File: src/rtl/bus_seq_pkg.sv
package bus_seq_pkg;

    typedef enum logic [2:0] {
        S_IDLE,
        S_T1,
        S_T2,
        S_T3,
        S_TW,
        S_T4,
        S_HOLD
    } bus_state_e;

    localparam logic [2:0] ST_PASSIVE = 3'b111;

    // bit2: memory space, bits1:0: 01 read, 10 write
    function automatic logic [2:0] status_code(input logic is_write, input logic is_io);
        return {~is_io, is_write ? 2'b10 : 2'b01};
    endfunction

endpackage

File: src/rtl/bus_seq_fsm.sv
module bus_seq_fsm
    import bus_seq_pkg::*;
(
    input  logic       clk,
    input  logic       rst_n,
    input  logic       req_valid,
    input  logic       bus_req_i,
    input  logic       cyc_ready_i,
    output bus_state_e state,
    output logic       req_accept
);

    bus_state_e state_nx;
    logic       boundary;

    assign boundary   = (state == S_IDLE) || (state == S_T4);
    assign req_accept = boundary && !bus_req_i && req_valid;

    always_ff @(posedge clk or negedge rst_n) begin
        if (!rst_n) state <= S_IDLE;
        else        state <= state_nx;
    end

    always_comb begin
        state_nx = state;
        unique case (state)
            S_IDLE, S_T4: begin
                if (bus_req_i)      state_nx = S_HOLD;
                else if (req_valid) state_nx = S_T1;
                else                state_nx = S_IDLE;
            end
            S_T1:   state_nx = S_T2;
            S_T2:   state_nx = S_T3;
            S_T3, S_TW: state_nx = cyc_ready_i ? S_T4 : S_TW;
            S_HOLD: state_nx = bus_req_i ? S_HOLD : S_IDLE;
            default: state_nx = S_IDLE;
        endcase
    end

endmodule

File: src/rtl/bus_seq_latch.sv
module bus_seq_latch
    import bus_seq_pkg::*;
#(
    parameter int ADDR_W = 20,
    parameter int DATA_W = 16
) (
    input  logic              clk,
    input  logic              rst_n,
    input  bus_state_e        state,
    input  logic              req_accept,
    input  logic              req_write,
    input  logic              req_io,
    input  logic [ADDR_W-1:0] req_addr,
    input  logic [DATA_W-1:0] req_wdata,
    input  logic [DATA_W-1:0] ad_i,
    input  logic              cyc_ready_i,
    output logic              cur_write,
    output logic              cur_io,
    output logic [ADDR_W-1:0] cur_addr,
    output logic [DATA_W-1:0] cur_wdata,
    output logic [DATA_W-1:0] rsp_rdata
);

    logic sample_edge;
    assign sample_edge = ((state == S_T3) || (state == S_TW)) && cyc_ready_i && !cur_write;

    always_ff @(posedge clk or negedge rst_n) begin
        if (!rst_n) begin
            cur_write <= 1'b0;
            cur_io    <= 1'b0;
            cur_addr  <= '0;
            cur_wdata <= '0;
        end else if (req_accept) begin
            cur_write <= req_write;
            cur_io    <= req_io;
            cur_addr  <= req_addr;
            cur_wdata <= req_wdata;
        end
    end

    always_ff @(posedge clk or negedge rst_n) begin
        if (!rst_n)           rsp_rdata <= '0;
        else if (sample_edge) rsp_rdata <= ad_i;
    end

endmodule

File: src/rtl/bus_seq_drive.sv
module bus_seq_drive
    import bus_seq_pkg::*;
#(
    parameter int ADDR_W = 20,
    parameter int DATA_W = 16,
    localparam int HI_W  = ADDR_W - DATA_W
) (
    input  bus_state_e        state,
    input  logic              cur_write,
    input  logic              cur_io,
    input  logic [ADDR_W-1:0] cur_addr,
    input  logic [DATA_W-1:0] cur_wdata,
    output logic [DATA_W-1:0] ad_o,
    output logic [DATA_W-1:0] ad_oe,
    output logic [HI_W-1:0]   addr_hi_o,
    output logic              addr_hi_oe,
    output logic              addr_strobe_o,
    output logic              rd_strobe_n_o,
    output logic              wr_strobe_n_o,
    output logic              xcvr_en_o,
    output logic              xcvr_dir_o,
    output logic [2:0]        status_o,
    output logic              ctrl_oe,
    output logic              bus_grant_o,
    output logic              rsp_done
);

    always_comb begin
        ad_o          = '0;
        ad_oe         = '0;
        addr_hi_o     = cur_addr[ADDR_W-1:DATA_W];
        addr_hi_oe    = 1'b0;
        addr_strobe_o = 1'b0;
        rd_strobe_n_o = 1'b1;
        wr_strobe_n_o = 1'b1;
        xcvr_en_o     = 1'b0;
        xcvr_dir_o    = 1'b0;
        status_o      = ST_PASSIVE;
        ctrl_oe       = 1'b1;
        bus_grant_o   = 1'b0;
        rsp_done      = 1'b0;
        unique case (state)
            S_IDLE: ;
            S_T1: begin
                ad_o          = cur_addr[DATA_W-1:0];
                ad_oe         = '1;
                addr_hi_oe    = 1'b1;
                addr_strobe_o = 1'b1;
                xcvr_dir_o    = cur_write;
                status_o      = status_code(cur_write, cur_io);
            end
            S_T2, S_T3, S_TW: begin
                ad_o          = cur_write ? cur_wdata : '0;
                ad_oe         = {DATA_W{cur_write}};
                addr_hi_oe    = 1'b1;
                rd_strobe_n_o = cur_write;
                wr_strobe_n_o = !cur_write;
                xcvr_en_o     = 1'b1;
                xcvr_dir_o    = cur_write;
                status_o      = status_code(cur_write, cur_io);
            end
            S_T4: begin
                ad_o       = cur_write ? cur_wdata : '0;
                ad_oe      = {DATA_W{cur_write}};
                addr_hi_oe = 1'b1;
                xcvr_en_o  = 1'b1;
                xcvr_dir_o = cur_write;
                rsp_done   = 1'b1;
            end
            S_HOLD: begin
                ctrl_oe     = 1'b0;
                bus_grant_o = 1'b1;
            end
            default: ;
        endcase
    end

endmodule

File: src/rtl/mux_bus_sequencer.sv
module mux_bus_sequencer
    import bus_seq_pkg::*;
#(
    parameter int ADDR_W = 20,
    parameter int DATA_W = 16,
    localparam int HI_W  = ADDR_W - DATA_W
) (
    input  logic              clk,
    input  logic              rst_n,
    input  logic              req_valid,
    input  logic              req_write,
    input  logic              req_io,
    input  logic [ADDR_W-1:0] req_addr,
    input  logic [DATA_W-1:0] req_wdata,
    output logic              req_accept,
    output logic              rsp_done,
    output logic [DATA_W-1:0] rsp_rdata,
    output logic [DATA_W-1:0] ad_o,
    input  logic [DATA_W-1:0] ad_i,
    output logic [DATA_W-1:0] ad_oe,
    output logic [HI_W-1:0]   addr_hi_o,
    output logic              addr_hi_oe,
    output logic              addr_strobe_o,
    output logic              rd_strobe_n_o,
    output logic              wr_strobe_n_o,
    output logic              xcvr_en_o,
    output logic              xcvr_dir_o,
    output logic [2:0]        status_o,
    output logic              ctrl_oe,
    input  logic              cyc_ready_i,
    input  logic              bus_req_i,
    output logic              bus_grant_o
);

    bus_state_e        state;
    logic              cur_write;
    logic              cur_io;
    logic [ADDR_W-1:0] cur_addr;
    logic [DATA_W-1:0] cur_wdata;

    bus_seq_fsm u_fsm (
        .clk         (clk),
        .rst_n       (rst_n),
        .req_valid   (req_valid),
        .bus_req_i   (bus_req_i),
        .cyc_ready_i (cyc_ready_i),
        .state       (state),
        .req_accept  (req_accept)
    );

    bus_seq_latch #(.ADDR_W(ADDR_W), .DATA_W(DATA_W)) u_latch (
        .clk         (clk),
        .rst_n       (rst_n),
        .state       (state),
        .req_accept  (req_accept),
        .req_write   (req_write),
        .req_io      (req_io),
        .req_addr    (req_addr),
        .req_wdata   (req_wdata),
        .ad_i        (ad_i),
        .cyc_ready_i (cyc_ready_i),
        .cur_write   (cur_write),
        .cur_io      (cur_io),
        .cur_addr    (cur_addr),
        .cur_wdata   (cur_wdata),
        .rsp_rdata   (rsp_rdata)
    );

    bus_seq_drive #(.ADDR_W(ADDR_W), .DATA_W(DATA_W)) u_drive (
        .state         (state),
        .cur_write     (cur_write),
        .cur_io        (cur_io),
        .cur_addr      (cur_addr),
        .cur_wdata     (cur_wdata),
        .ad_o          (ad_o),
        .ad_oe         (ad_oe),
        .addr_hi_o     (addr_hi_o),
        .addr_hi_oe    (addr_hi_oe),
        .addr_strobe_o (addr_strobe_o),
        .rd_strobe_n_o (rd_strobe_n_o),
        .wr_strobe_n_o (wr_strobe_n_o),
        .xcvr_en_o     (xcvr_en_o),
        .xcvr_dir_o    (xcvr_dir_o),
        .status_o      (status_o),
        .ctrl_oe       (ctrl_oe),
        .bus_grant_o   (bus_grant_o),
        .rsp_done      (rsp_done)
    );

endmodule

File: config.mk
export PLATFORM = sky130hd
export DESIGN_NAME = mux_bus_sequencer
export DESIGN_NICKNAME = d
export VERILOG_FILES = /design/src/rtl/bus_seq_pkg.sv /design/src/rtl/bus_seq_fsm.sv /design/src/rtl/bus_seq_latch.sv /design/src/rtl/bus_seq_drive.sv /design/src/rtl/mux_bus_sequencer.sv
export SDC_FILE = /design/constraint.sdc
export NUM_CORES = 1
export LEC_CHECK = 0
export ABC_AREA = 0
export ABC_CLOCK_PERIOD_IN_PS = 1620
export BUFFER_PORTS_ARGS = -buffer_cell sky130_fd_sc_hd__buf_4
export CORE_UTILIZATION = 42
export CTS_CLUSTER_SIZE = 20
export DETAILED_ROUTE_END_ITERATION = 8
export GPL_TIMING_DRIVEN = 0
export PLACE_DENSITY = 0.76
export SETUP_SLACK_MARGIN = 0.2
export SYNTH_ARGS = -nofsm -noshare
export SYNTH_HDL_FRONTEND = slang
export SYNTH_SLANG_ARGS = --single-unit
File: constraint.sdc
create_clock -name clk -period 1.62 [get_ports clk]
set_input_delay 0.162 -clock clk [delete_from_list [all_inputs] [get_ports clk]]
set_output_delay 0.162 -clock clk [all_outputs]
set_load 0.005 [all_outputs]
Word level (Yosys, flattened, before mapping)
Cells that the tools add are included.
{"block": "word_totals", "register_bits": 57, "in_bits": 59}
{"block": "op_classes", "eq_ne": 6, "n_mux": 19, "bitwise": 1, "reduce_logical": 15}
{"operator": "$pmux W16 S2", "count": 2}
{"operator": "$mux W16", "count": 1}
{"operator": "$pmux W3 S5", "count": 1}
{"operator": "$mux W1", "count": 11}
{"operator": "$eq A3 B3 Y1 const B", "count": 3}
{"operator": "$mux W3", "count": 3}
{"operator": "$reduce_or A4 Y1", "count": 2}
{"operator": "$eq A3 B2 Y1 const B", "count": 2}
{"operator": "$reduce_or A5 Y1", "count": 1}
{"operator": "$logic_and A1 B1 Y1", "count": 4}
{"operator": "$reduce_or A2 Y1", "count": 2}
{"operator": "$eq A3 B1 Y1 const B", "count": 1}
{"operator": "$logic_not A3 Y1", "count": 1}
{"operator": "$reduce_or A3 Y1", "count": 1}
{"operator": "$logic_not A1 Y1", "count": 2}
{"operator": "$logic_or A1 B1 Y1", "count": 2}
{"operator": "$mux W2", "count": 1}
{"operator": "$not A1 Y1", "count": 1}

Logic depth before layout (Yosys ltp)
Gate-level depths: netlist of the first run.
{"block": "logic_depth", "ltp_word": 4, "mapped_depth": 6, "ltp_nobuf": 3}

Cells and area by module
Synthesis of the first run repeated with hierarchy kept, for this count alone.
{"block": "hier_totals", "cells_unflattened": 261, "hier_area_um2": 3090.5}
{"mod": "bus_seq_latch", "n_inst": 1, "cells_each": 182, "area_each_um2": 2456.1}
{"mod": "bus_seq_drive", "n_inst": 1, "cells_each": 58, "area_each_um2": 439.2}
{"mod": "bus_seq_fsm", "n_inst": 1, "cells_each": 21, "area_each_um2": 195.2}

Worst setup path after synthesis of the first run
No wires, ideal clock.
{"block": "synth_timing", "kind": "register to register", "from": "reg u_fsm.state[2]", "to": "reg u_latch.rsp_rdata[10]", "setup_time_ns": 0.125, "t_arrival_ns": 1.565, "required_time_ns": 1.495, "setup_slack_ns": -0.070, "stages_incl_launch_ff": 6, "synth_period_minus_slack_ns": 1.690, "cell_sequence": "dfrtp_1 > buf_6 > or3b_4 > a21oi_4 > buf_12 > mux2_4"}
{"block": "synth_via", "elab_chain_cells": 4, "word_cells_on_any_way": 5, "cone_classes": "eq/ne (2); reduce/logical (3)"}
{"element": "start, declared", "line": "bus_seq_fsm.sv:9", "rtl": "output bus_state_e state,"}
{"element": "start signal, assigned", "line": "bus_seq_fsm.sv:21", "rtl": "else state <= state_nx;"}
{"element": "$eq A3 B2 Y1 / $eq A3 B3 Y1 (equally long branches)", "line": "bus_seq_latch.sv:25", "rtl": "assign sample_edge = ((state == S_T3) || (state == S_TW)) && cyc_ready_i && !cur_write;"}
{"element": "$logic_or A1 B1 Y1 *", "line": "bus_seq_latch.sv:25"}
{"element": "$logic_and A1 B1 Y1 * (2 in series)", "line": "bus_seq_latch.sv:25"}
{"element": "end signal, assigned", "line": "bus_seq_latch.sv:43", "rtl": "else if (sample_edge) rsp_rdata <= ad_i;"}
{"element": "end, declared", "line": "bus_seq_latch.sv:21", "rtl": "output logic [DATA_W-1:0] rsp_rdata"}
Mark *: on every way between the ends. The rest lies on a longest branch, timed or not.
A chain may end at the register's enable or synchronous reset.

Worst setup path in the final report of the first run
{"block": "layout_timing", "from": "reg u_fsm.state[0]", "to": "out xcvr_dir_o"}
{"block": "layout_via", "elab_chain_cells": 3, "word_cells_on_any_way": 7, "cone_classes": "eq/ne (5); mux (1); reduce/logical (1)"}
{"element": "$eq A3 B1 Y1, or another cell as far along", "line": "bus_seq_drive.sv:42", "rtl": "unique case (state)"}
{"element": "$reduce_or A5 Y1 (no source line) *"}
{"element": "$mux W1 *", "line": "bus_seq_drive.sv:42"}
{"element": "end, declared", "line": "mux_bus_sequencer.sv:27", "rtl": "output logic xcvr_dir_o,"}
Marked as above.

==> out/results.env, run 1 <==
PORT_BUFFERS=123
CP_DATA_REQUIRED_TIME_NS=1.46
SYNTHSIMPLEGATEAREAFRAC=0.0556
MAX_CAP_VIOLATIONS=0
GRT_PASS1_VIAS=2234
SYNTH_SEQ_AREA_SHARE=0.533
YS.WARNINGS.COUNT=0
SYNTH_ENABLE_FLOP_CELLS=0
CP-END-KIND='primary output'
CLOCK-SKEW-FINAL_NS=0.0114
GLOBAL_ROUTE.OVERFLOW_TOTAL=0
FINALHOLDVIOLATIONS=0
INITIAL_UTILIZATION=0.444
DR.PASS1.ITERS=4
STDCELL_AREA_UM2=4780
SYNTH_AREA_PER_CELL_UM2=13.8
NUMBER_OF_ANTENNA_VIOLATIONS_AT_THE_FIRST_CHECK_IN_GLOBAL_ROUTING=0
GRT_SETUP_UNREPAIRED='yes'
VIOLATIONS_IN_THE_FINAL_REPORTS='setup timing'
MOST_FREQUENTLY_USED_FLOP_MASTER_AFTER_SYNTHESIS='dfrtp_1'
CLOCK_TREE.BUFFER_DEPTH=2
TOTAL_LEAKAGE_POWER_nW=2.35
WORSTSETUPSTARTPOINTTYPE='flop'
WORST-SETUP-PATH-TYPE='reg -> out'
VIAS_PER_CELL=5.07
WORSTREG2REGSTART='u_fsm.state[2]'
MAXSLEWHEADROOM=0.511
SYNTHESIS.AREA_UM2=2680
PLACE_CONGESTION=0.757
SYNTH_NETS=253
CTS_INSERTED_BUFFERS=9
ASYNC_FLOP_SHARE=1.00
MIN_PERIOD_OVER_PERIOD=1.23
SYNTH_TOP_FAMILY_BY_AREA='multiplexers'
DIE_X_UM=81.8
PWR_DENSITY_CELL_nW_PER_UM2=2240
CRIT_FANOUT=6
SYN_INST=194
PLACED_CELLS_INCL_TAPS=392
POSTLAYOUTSETUPSLACKWORST_NS=-0.372
CLOCK_LATENCY_NS=0.33
OUTCOME='finished with violations'
DRT_WIRELENGTH_MM=8.31
GRT_MAX_DEGREE=58
CORE_AREA_UM2=6030
VDD.IR_DROP.WORST_mV=1.74
YOSYS.AREA_SHARE.XOR_XNOR=0.00982
ARRIVAL_NS=1.83
GRT_UTIL_ALL_LAYERS=0.241
WL_PER_CELL_UM=18.6
ANTENNA_VIOLATING_NETS_POST_ROUTE=0
POST_DP_CELL_AREA_UM2=3720
DRC=0
POST-ROUTE-MIN-PERIOD_NS=1.99
HPWL_MM=4.28
CTS_ROOT_CELL='clkbuf_8'
FMAX_MHz=502
CLK_PIN_SLEW_WORST_PATHS_NS=0.07
WORSTSETUPSTARTPOINT='u_fsm.state[0]'
CLOCK_SINKS=57
INITIALDRTVIOLATIONCOUNT=74
POST_SYNTH_FA_HA_MAJ_AREA_FRACTION=0.00374
FP.DIEH_UM=81.8
FINISH.CELL_COUNT_WITHOUT_FILLERS=446
CTS_MAX_LEVEL=3
TOTAL_NEGATIVE_SLACK_NS=-22.36
FP.DIEAREA_UM2=6700
AREA_TAKEN_BY_MULTI_INPUT_LOGIC_GATES_UM2=1160
DRIVE_GT1_FRAC=0.739
MUXSHAREOFSYNTHAREA=0.241
SYNTHTOLAYOUTAREAGROWTH_PCT=78.4
NUM_IO_PINS=124
GRT_PASS1_WL_MM=11.5
ANTENNA_CELLS=0
HOLD_CRIT_CLASS='in -> reg'
LAYOUT.FILLER_CELLS=363
CLOCK_TREE_FROM_TRITONCTS='built'
SYNTH_CELL_TYPES=31
REPORT.FINAL.SETUP_VIOL=100
FINAL-MAX-SLEW-VIOLATION-COUNT=0
SEQUENTIAL_CELL_AREA_UM2=1430
FINALPOWER_mW=10.7
WORSTMARGINPINSLEW_NS=0.734
YOSYS_REGISTER_BITS=57
VIAS=2259
SYNTH_COMPOUND_GATE_AREA_SHARE=0.0697
FINISH.NET_COUNT=427
WORST_HOLD_STARTPOINT='ad_i[0]'
NUMBER_OF_PLACEMENT_ROWS=28
FIN_UTIL=0.793
==> cell type report <==
type,instances,share of cell area
plain buffers,30,0.0739
repair buffers,162,0.327
clock buffers,14,0.0341
inverters,4,0.00314
well taps,75,0.0196
flip-flops and latches,57,0.299
multi-input cells,104,0.243
==> stage by stage <==
step,hold slack (ns),worst slack (ns)
after floorplan,-0.134,-0.0488
after global placement,0.264,-0.416
after detailed placement,0.267,-0.414
after CTS,0.0513,-0.348
after global routing,0.0497,-0.428
final,0.0604,-0.372
==> layout by cell type (no fill, tap or decap), types with 2 or more instances in the layout <==
master,synthesis,final
inv_1,4,4
nor3b_4,0,2
nand2b_1,4,4
nand2_1,5,4
mux2_4,10,19
a22o_1,16,16
buf_4,19,113
buf_12,1,6
or2_4,0,3
buf_16,0,5
dfrtp_1,57,57
clkbuf_1,1,3
clkbuf_8,0,12
xnor2_4,0,2
buf_6,1,57
mux2_2,44,35
buf_8,0,8
==> flip-flops by register name, indices dropped and copies added (netlist names) <==
name / flops
u_latch.cur_addr: 20
u_latch.cur_wdata: 16
u_latch.rsp_rdata: 16
u_fsm.state: 3
u_latch.cur_io: 1
u_latch.cur_write: 1
==> where the power goes <==
| part | internal, mW | leakage, nW | switching [mW] |
|---|---|---|---|
| combinational | 4.63 | 1.59 | 2.34 |
| clock | 0.625 | 0.0826 | 0.535 |
| sequential | 2.16 | 0.680 | 0.441 |
==> worst paths after layout <==
check                                   endpoint  slack [ns]  cells after the start
max in group asynchronous  u_latch.rsp_rdata[15]        0.68                      2
setup / recovery                      xcvr_dir_o       -0.37                      7
min in group asynchronous   u_latch.rsp_rdata[8]        0.43                      2
hold / removal              u_latch.rsp_rdata[0]        0.06                      2
hold reg to reg             u_latch.cur_wdata[1]        0.50                      1
setup reg to reg            u_latch.rsp_rdata[9]       -0.31                      8
==> metal layers <==
metal	track usage	up-vias	share of wire
met1	0.281	1114	0.38
li1	-	1014	-
met3	0.0633	24	0.069
met4	0.112	0	0.030
met5	0	-	0
met2	0.411	107	0.52
==> logic make-up after synthesis <==
logic type | count (synthesis)
adder cells (fa/ha/maj) | 1
AND/OR/NAND/NOR | 24
buffers and inverters | 34
XOR/XNOR | 3
flip-flops | 57
multiplexers | 54
AO/OA/AOI/OAI | 21
==> worst max-delay path, cell delays in order (launching register included) <==
cell and delay (ns):
dfrtp_1 0.43, buf_8 0.15, nor3b_4 0.15, buf_6 0.14
buf_6 0.12, or2_4 0.23, and2_1 0.16, buf_4 0.13
==> Yosys cell counts (2+ instances only) <==
cell type | instances | share of area
nand2_1 | 5 | 0.0070
inv_1 | 4 | 0.0056
nand2b_1 | 4 | 0.0093
nor3b_1 | 2 | 0.0056
or2_2 | 2 | 0.0047
a22o_1 | 16 | 0.052
buf_2 | 8 | 0.015
xnor2_1 | 2 | 0.0065
mux2_4 | 10 | 0.056
mux2_2 | 44 | 0.19
dfrtp_1 | 57 | 0.53
and2_1 | 2 | 0.0047
buf_4 | 19 | 0.053
nor2_1 | 2 | 0.0028
==> what timing repair did <==
item                                    4_1_cts  5_1_grt
pin swaps                                    14       13
hold buffers                                  1        0
endpoints found under the setup margin       98      101
cloned                                        6        1
setup buffers                                22       10
resized for setup                            83       28
endpoints found under the hold margin        57        0
(Power assumes the default switching activity.)
==> run 2, diff against run 1 <==
--- a/config.mk
+++ b/config.mk
@@ -12,7 +12,7 @@
 export CTS_CLUSTER_SIZE = 20
 export DETAILED_ROUTE_END_ITERATION = 8
 export GPL_TIMING_DRIVEN = 0
-export PLACE_DENSITY = 0.76
+export PLACE_DENSITY_LB_ADDON = 0.1
 export SETUP_SLACK_MARGIN = 0.2
 export SYNTH_ARGS = -nofsm -noshare
 export SYNTH_HDL_FRONTEND = slang
==> out/results.env, run 2 (same netlist as run 1, synthesis figures left out) <==
OUTCOME='finished with violations'
VIOLATIONS_IN_THE_FINAL_REPORTS='setup timing'
CTS_INSERTED_BUFFERS=9
LAYOUT.FILLER_CELLS=429
WORSTMARGINPINSLEW_NS=0.735
POSTLAYOUTSETUPSLACKWORST_NS=-0.309
FMAX_MHz=519
VIAS=2070
DRIVE_GT1_FRAC=0.723
WL_PER_CELL_UM=14.8
WORST-SETUP-PATH-TYPE='reg -> out'
CLOCK_LATENCY_NS=0.32
FINISH.CELL_COUNT_WITHOUT_FILLERS=433
DRT_WIRELENGTH_MM=6.40
FINAL-MAX-SLEW-VIOLATION-COUNT=0
DR.PASS1.ITERS=4
FINALHOLDVIOLATIONS=0
DRC=0
SEQUENTIAL_CELL_AREA_UM2=1430
MOST-COMMON-LAYOUT-CELLS='buf_4 (129), dfrtp_1 (57), mux2_2 (44)'
CTS_ROOT_CELL='clkbuf_8'
POST-ROUTE-MIN-PERIOD_NS=1.93
STDCELL_AREA_UM2=4410
PWR_DENSITY_CELL_nW_PER_UM2=2200
PLACE_CONGESTION=0.733
WORSTSETUPSTARTPOINTTYPE='flop'
FP.DIEAREA_UM2=6700
FIN_UTIL=0.732
FINISH.NET_COUNT=412
INITIAL_UTILIZATION=0.444
CLOCK_TREE_FROM_TRITONCTS='built'
FP.DIEH_UM=81.8
ANTENNA_CELLS=0
CORE_AREA_UM2=6030
GRT_PASS1_WL_MM=9.78
CLOCK_TREE.BUFFER_DEPTH=2
TOP_REGS='u_latch.cur_addr (20), u_latch.cur_wdata (16), u_latch.rsp_rdata (16)'
CTS_MAX_LEVEL=3
GRT_PASS1_VIAS=2010
HPWL_MM=4.23
NUMBER_OF_PLACEMENT_ROWS=28
GLOBAL_ROUTE.OVERFLOW_TOTAL=0
TOP_REGISTER='u_latch.cur_addr'
VIAS_PER_CELL=4.78
TOTAL_NEGATIVE_SLACK_NS=-15.34
PLACED_CELLS_INCL_TAPS=392
FINAL_COMMON_CELL='buf_4'
POST-PLACE-WS_NS=-0.413
TOTAL_LEAKAGE_POWER_nW=2.21
GRT_SETUP_UNREPAIRED='yes'
ARRIVAL_NS=1.77
CLOCK_SINKS=57
CLK_PIN_SLEW_WORST_PATHS_NS=0.07
MAXSLEWHEADROOM=0.510
CLOCK-SKEW-FINAL_NS=0.00309
CRIT_FANOUT=8
SYNTHTOLAYOUTAREAGROWTH_PCT=64.8
MAX_CAP_VIOLATIONS=0
DIE_X_UM=81.8
PORT_BUFFERS=123
GRT_MAX_DEGREE=58
GRT_UTIL_ALL_LAYERS=0.204
CP-END-KIND='primary output'
CP_DATA_REQUIRED_TIME_NS=1.46
INITIALDRTVIOLATIONCOUNT=48
REPORT.FINAL.SETUP_VIOL=87
FINALPOWER_mW=9.70
MIN_PERIOD_OVER_PERIOD=1.19
FLIP_FLOP_COUNT_OF_THE_LARGEST_REGISTER_ALL_COPIES_AND_WORDS_ADDED=20
ANTENNA_VIOLATING_NETS_POST_ROUTE=0
POST_DP_CELL_AREA_UM2=3720
NUMBER_OF_ANTENNA_VIOLATIONS_AT_THE_FIRST_CHECK_IN_GLOBAL_ROUTING=0
TIMING.HOLD.WS_NS=0.0648
NUM_IO_PINS=124
AREA_TAKEN_BY_MULTI_INPUT_LOGIC_GATES_UM2=1080
HOLD_CRIT_CLASS='in -> reg'
VDD.IR_DROP.WORST_mV=1.63
==> run 2: cell types whose count changed in the layout (fill, tap and decap cells not counted), moves of 3 or more <==
cell	delta
buf_12	-5
buf_16	-5
buf_4	+16
buf_6	-20
bufbuf_16	+3
mux2_2	+9
mux2_4	-9
==> run 2: repair_timing <==
action,CTS,global route
resized for setup,58,3
endpoints found under the setup margin,98,99
buffers inserted,15,5
hold buffers,1,0
cloned,4,0
pin swaps,8,5
endpoints found under the hold margin,57,0
==> run 2: area by class of cell <==
class	count	area share
plain buffers	30	0.0786
clock buffers	11	0.0320
clock inverters	5	0.0125
inverters	4	0.00340
multi-input cells	104	0.244
flip-flops and latches	57	0.323
well taps	75	0.0213
repair buffers	147	0.285
==> run 2: worst paths after layout <==
check                                     from               endpoint  slack, ns  cells past startpoint
setup / recovery                u_fsm.state[2]              ad_oe[13]      -0.31                      7
hold / removal                   req_wdata[10]  u_latch.cur_wdata[10]       0.06                      2
setup reg to reg                u_fsm.state[2]   u_latch.rsp_rdata[7]      -0.19                      6
hold reg to reg            u_latch.cur_addr[5]    u_latch.cur_addr[5]       0.51                      1
max in group asynchronous                rst_n  u_latch.cur_wdata[15]       0.68                      2
min in group asynchronous                rst_n  u_latch.cur_wdata[14]       0.46                      2
==> run 2: metal layers <==
layer,share of wire,vias to the layer above,track usage,wire length [um]
met5,0,-,0,0
met4,0.014,0,0.0895,89
met3,0.059,9,0.0467,377
met2,0.50,72,0.328,3230
met1,0.42,1009,0.263,2700
li1,-,980,-,-
==> run 2: power by group <==
group / switching, mW / leakage, nW / total (mW) / internal (mW)
Sequential: 0.386 / 0.680 / 2.54 / 2.16
Combinational: 1.89 / 1.43 / 5.85 / 3.95
Clock: 0.561 / 0.0953 / 1.31 / 0.747
Total: 2.84 / 2.21 / 9.70 / 6.86
==> run 2: worst max-delay path, cell delays in order, from the launching register on <==
cell and delay (ns):
dfrtp_1 0.37, buf_6 0.12, xor2_2 0.14, and2_4 0.16
buf_6 0.13, or2_4 0.29, buf_6 0.14, buf_6 0.10
==> run 3, diff against run 2 <==
--- a/config.mk
+++ b/config.mk
@@ -12,6 +12,7 @@
 export CTS_CLUSTER_SIZE = 20
 export DETAILED_ROUTE_END_ITERATION = 8
 export GPL_TIMING_DRIVEN = 0
+export HOLD_SLACK_MARGIN = 0.15
 export PLACE_DENSITY_LB_ADDON = 0.1
 export SETUP_SLACK_MARGIN = 0.2
 export SYNTH_ARGS = -nofsm -noshare
==> out/results.env, run 3 (same netlist as run 1, synthesis figures left out) <==
CPMOSTUSEDCELL='buf_6'
FINISH.CELL_COUNT_WITHOUT_FILLERS=485
NUM_IO_PINS=124
FINALPOWER_mW=9.83
TOTAL_NEGATIVE_SLACK_NS=-16.49
MIN_PERIOD_OVER_PERIOD=1.19
STDCELL_AREA_UM2=4950
CP-END-KIND='primary output'
ANTENNA_VIOLATING_NETS_POST_ROUTE=0
MET1_WIRE_LENGTH_MM=3.11
ANTENNA_CELLS=0
PORT_BUFFERS=123
SYNTHTOLAYOUTAREAGROWTH_PCT=85.1
DR.PASS1.ITERS=4
MAX_STAGE_DELAY_NS=0.37
CLOCK_SINKS=57
NUMBER_OF_PLACEMENT_ROWS=28
DRC=0
TOP_REGS='u_latch.cur_addr (20), u_latch.cur_wdata (16), u_latch.rsp_rdata (16)'
OUTCOME='finished with violations'
CLOCK-SKEW-FINAL_NS=0.00411
VIAS_PER_CELL=4.81
TOTAL_LEAKAGE_POWER_nW=2.43
PLACED_CELLS_INCL_TAPS=392
FLIP_FLOP_COUNT_OF_THE_LARGEST_REGISTER_ALL_COPIES_AND_WORDS_ADDED=20
VIOLATIONS_IN_THE_FINAL_REPORTS='setup timing'
CLK_PIN_SLEW_WORST_PATHS_NS=0.06
FMAX_MHz=517
DRT_WIRELENGTH_MM=7.45
CTS_MAX_LEVEL=3
POST_DP_CELL_AREA_UM2=3720
GRT_MAX_DEGREE=58
POSTLAYOUTSETUPSLACKWORST_NS=-0.314
FINAL_COMMON_CELL='buf_4'
MET2_LENGTH_MM=3.88
FINISH.NET_COUNT=464
PWR_DENSITY_CELL_nW_PER_UM2=1980
GRT_UTIL_ALL_LAYERS=0.237
CRITICAL_PATH.SLOWEST_CELL='dfrtp_1'
DIE_X_UM=81.8
VDD.IR_DROP.WORST_mV=1.69
INITIALDRTVIOLATIONCOUNT=66
WORST-SETUP-PATH-TYPE='reg -> out'
CLOCK_TREE_FROM_TRITONCTS='built'
CTS_INSERTED_BUFFERS=9
ARRIVAL_NS=1.77
CRIT_FANOUT=8
DR_WL_MET3_UM=339
MOST-COMMON-LAYOUT-CELLS='buf_4 (123), dlygate4sd3_1 (57), dfrtp_1 (57)'
WL_PER_CELL_UM=15.4
FINALHOLDVIOLATIONS=0
FP.DIEAREA_UM2=6700
HOLD_CRIT_CLASS='in -> reg'
HPWL_MM=4.23
CP_DATA_REQUIRED_TIME_NS=1.46
TOP_REGISTER='u_latch.cur_addr'
CTS_ROOT_CELL='clkbuf_8'
LAYOUT.FILLER_CELLS=353
GRT_SETUP_UNREPAIRED='yes'
MAX_CAP_VIOLATIONS=0
DRIVE_GT1_FRAC=0.622
HIGHEST-SIGNAL-LAYER='met4'
CLOCK_LATENCY_NS=0.32
GLOBAL_ROUTE.OVERFLOW_TOTAL=0
POST-ROUTE-MIN-PERIOD_NS=1.93
CRIT_PATH_CELL_TRACE='buf_6 -> xor2_2 -> and2_4 -> buf_6 -> or2_4 -> buf_6 -> buf_6'
GRT_PASS1_VIAS=2363
INITIAL_UTILIZATION=0.444
FINAL-MAX-SLEW-VIOLATION-COUNT=0
FP.DIEH_UM=81.8
WORSTMARGINPINSLEW_NS=0.745
CORE_AREA_UM2=6030
WORST_HOLD_STARTPOINT='bus_req_i'
WORSTSETUPSTARTPOINTTYPE='flop'
CLOCK_TREE.BUFFER_DEPTH=2
PLACE_CONGESTION=0.733
WORSTREG2REGSTART='u_fsm.state[2]'
REPORT.FINAL.SETUP_VIOL=92
VIAS=2333
MAXSLEWHEADROOM=0.503
TIMING.HOLD.WS_NS=0.196
GRT_PASS1_WL_MM=11.5
WORSTSETUPSTARTPOINT='u_fsm.state[2]'
NUMBER_OF_ANTENNA_VIOLATIONS_AT_THE_FIRST_CHECK_IN_GLOBAL_ROUTING=0
-- run 3: cell types whose count changed in the layout (fill, tap and decap cells not counted), sizes merged --
| cell | delta |
|---|---|
| dlygate4sd3 | +56 |
| buf | -5 |
| clkbuf | +1 |
-- run 3: worst max-delay path, delay by kind of cell (launching register included) --
kind	cells	cell delay, ns
buffers and inverters	4	0.49
AND/OR/NAND/NOR	2	0.45
flip-flops	1	0.37
XOR/XNOR	1	0.14
-- run 3: final timing paths --
| path | endpoint | slack, ns | depth (start not counted) |
|---|---|---|---|
| hold reg to reg | u_latch.rsp_rdata[4] | 0.51 | 1 |
| setup reg to reg | u_latch.rsp_rdata[7] | -0.18 | 6 |
| min in group asynchronous | u_latch.rsp_rdata[4] | 0.46 | 2 |
| setup / recovery | ad_oe[12] | -0.31 | 7 |
| max in group asynchronous | u_fsm.state[2] | 0.66 | 2 |
| hold / removal | u_fsm.state[1] | 0.20 | 3 |
-- run 3: cell type report --
class	instances	area, um2	share of cell area
sequential	57	1430	0.288
timing repair buffer	199	1800	0.363
inverter	4	15.0	0.00303
multi-input combinational	104	1080	0.217
clock inverter	5	55.1	0.0111
clock buffer	11	141	0.0285
buffer	30	347	0.0699
tap	75	93.8	0.0189
-- run 3: repair_timing --
item / in CTS / in global routing
endpoints found under the hold margin: 113 / 0
setup endpoints to repair: 98 / 99
gates resized for setup: 58 / 2
hold buffers: 57 / 0
gates cloned: 4 / 0
setup buffers: 15 / 1
pin swaps: 8 / 2
-- run 3: report_power, final --
| part | total, mW | leakage [nW] | internal (mW) | switching [mW] |
|---|---|---|---|---|
| sequential | 2.55 | 0.680 | 2.16 | 0.396 |
| clock | 1.31 | 0.0953 | 0.747 | 0.561 |
| combinational | 5.97 | 1.65 | 4.00 | 1.97 |
| total | 9.83 | 2.43 | 6.90 | 2.93 |
-- run 3: stage by stage --
step                      worst slack [ns]   util
after CTS                           -0.345  0.818
after floorplan                    -0.0488      -
after detailed placement            -0.413  0.617
after global routing                -0.371  0.822
after global placement              -0.423  0.617
final                               -0.314  0.822
-- run 3: layer usage --
layer | vias to the layer above | global-route usage
met5 | - | 0
li1 | 1086 | -
met1 | 1151 | 0.294
met4 | 0 | 0.102
met3 | 12 | 0.0400
met2 | 84 | 0.407
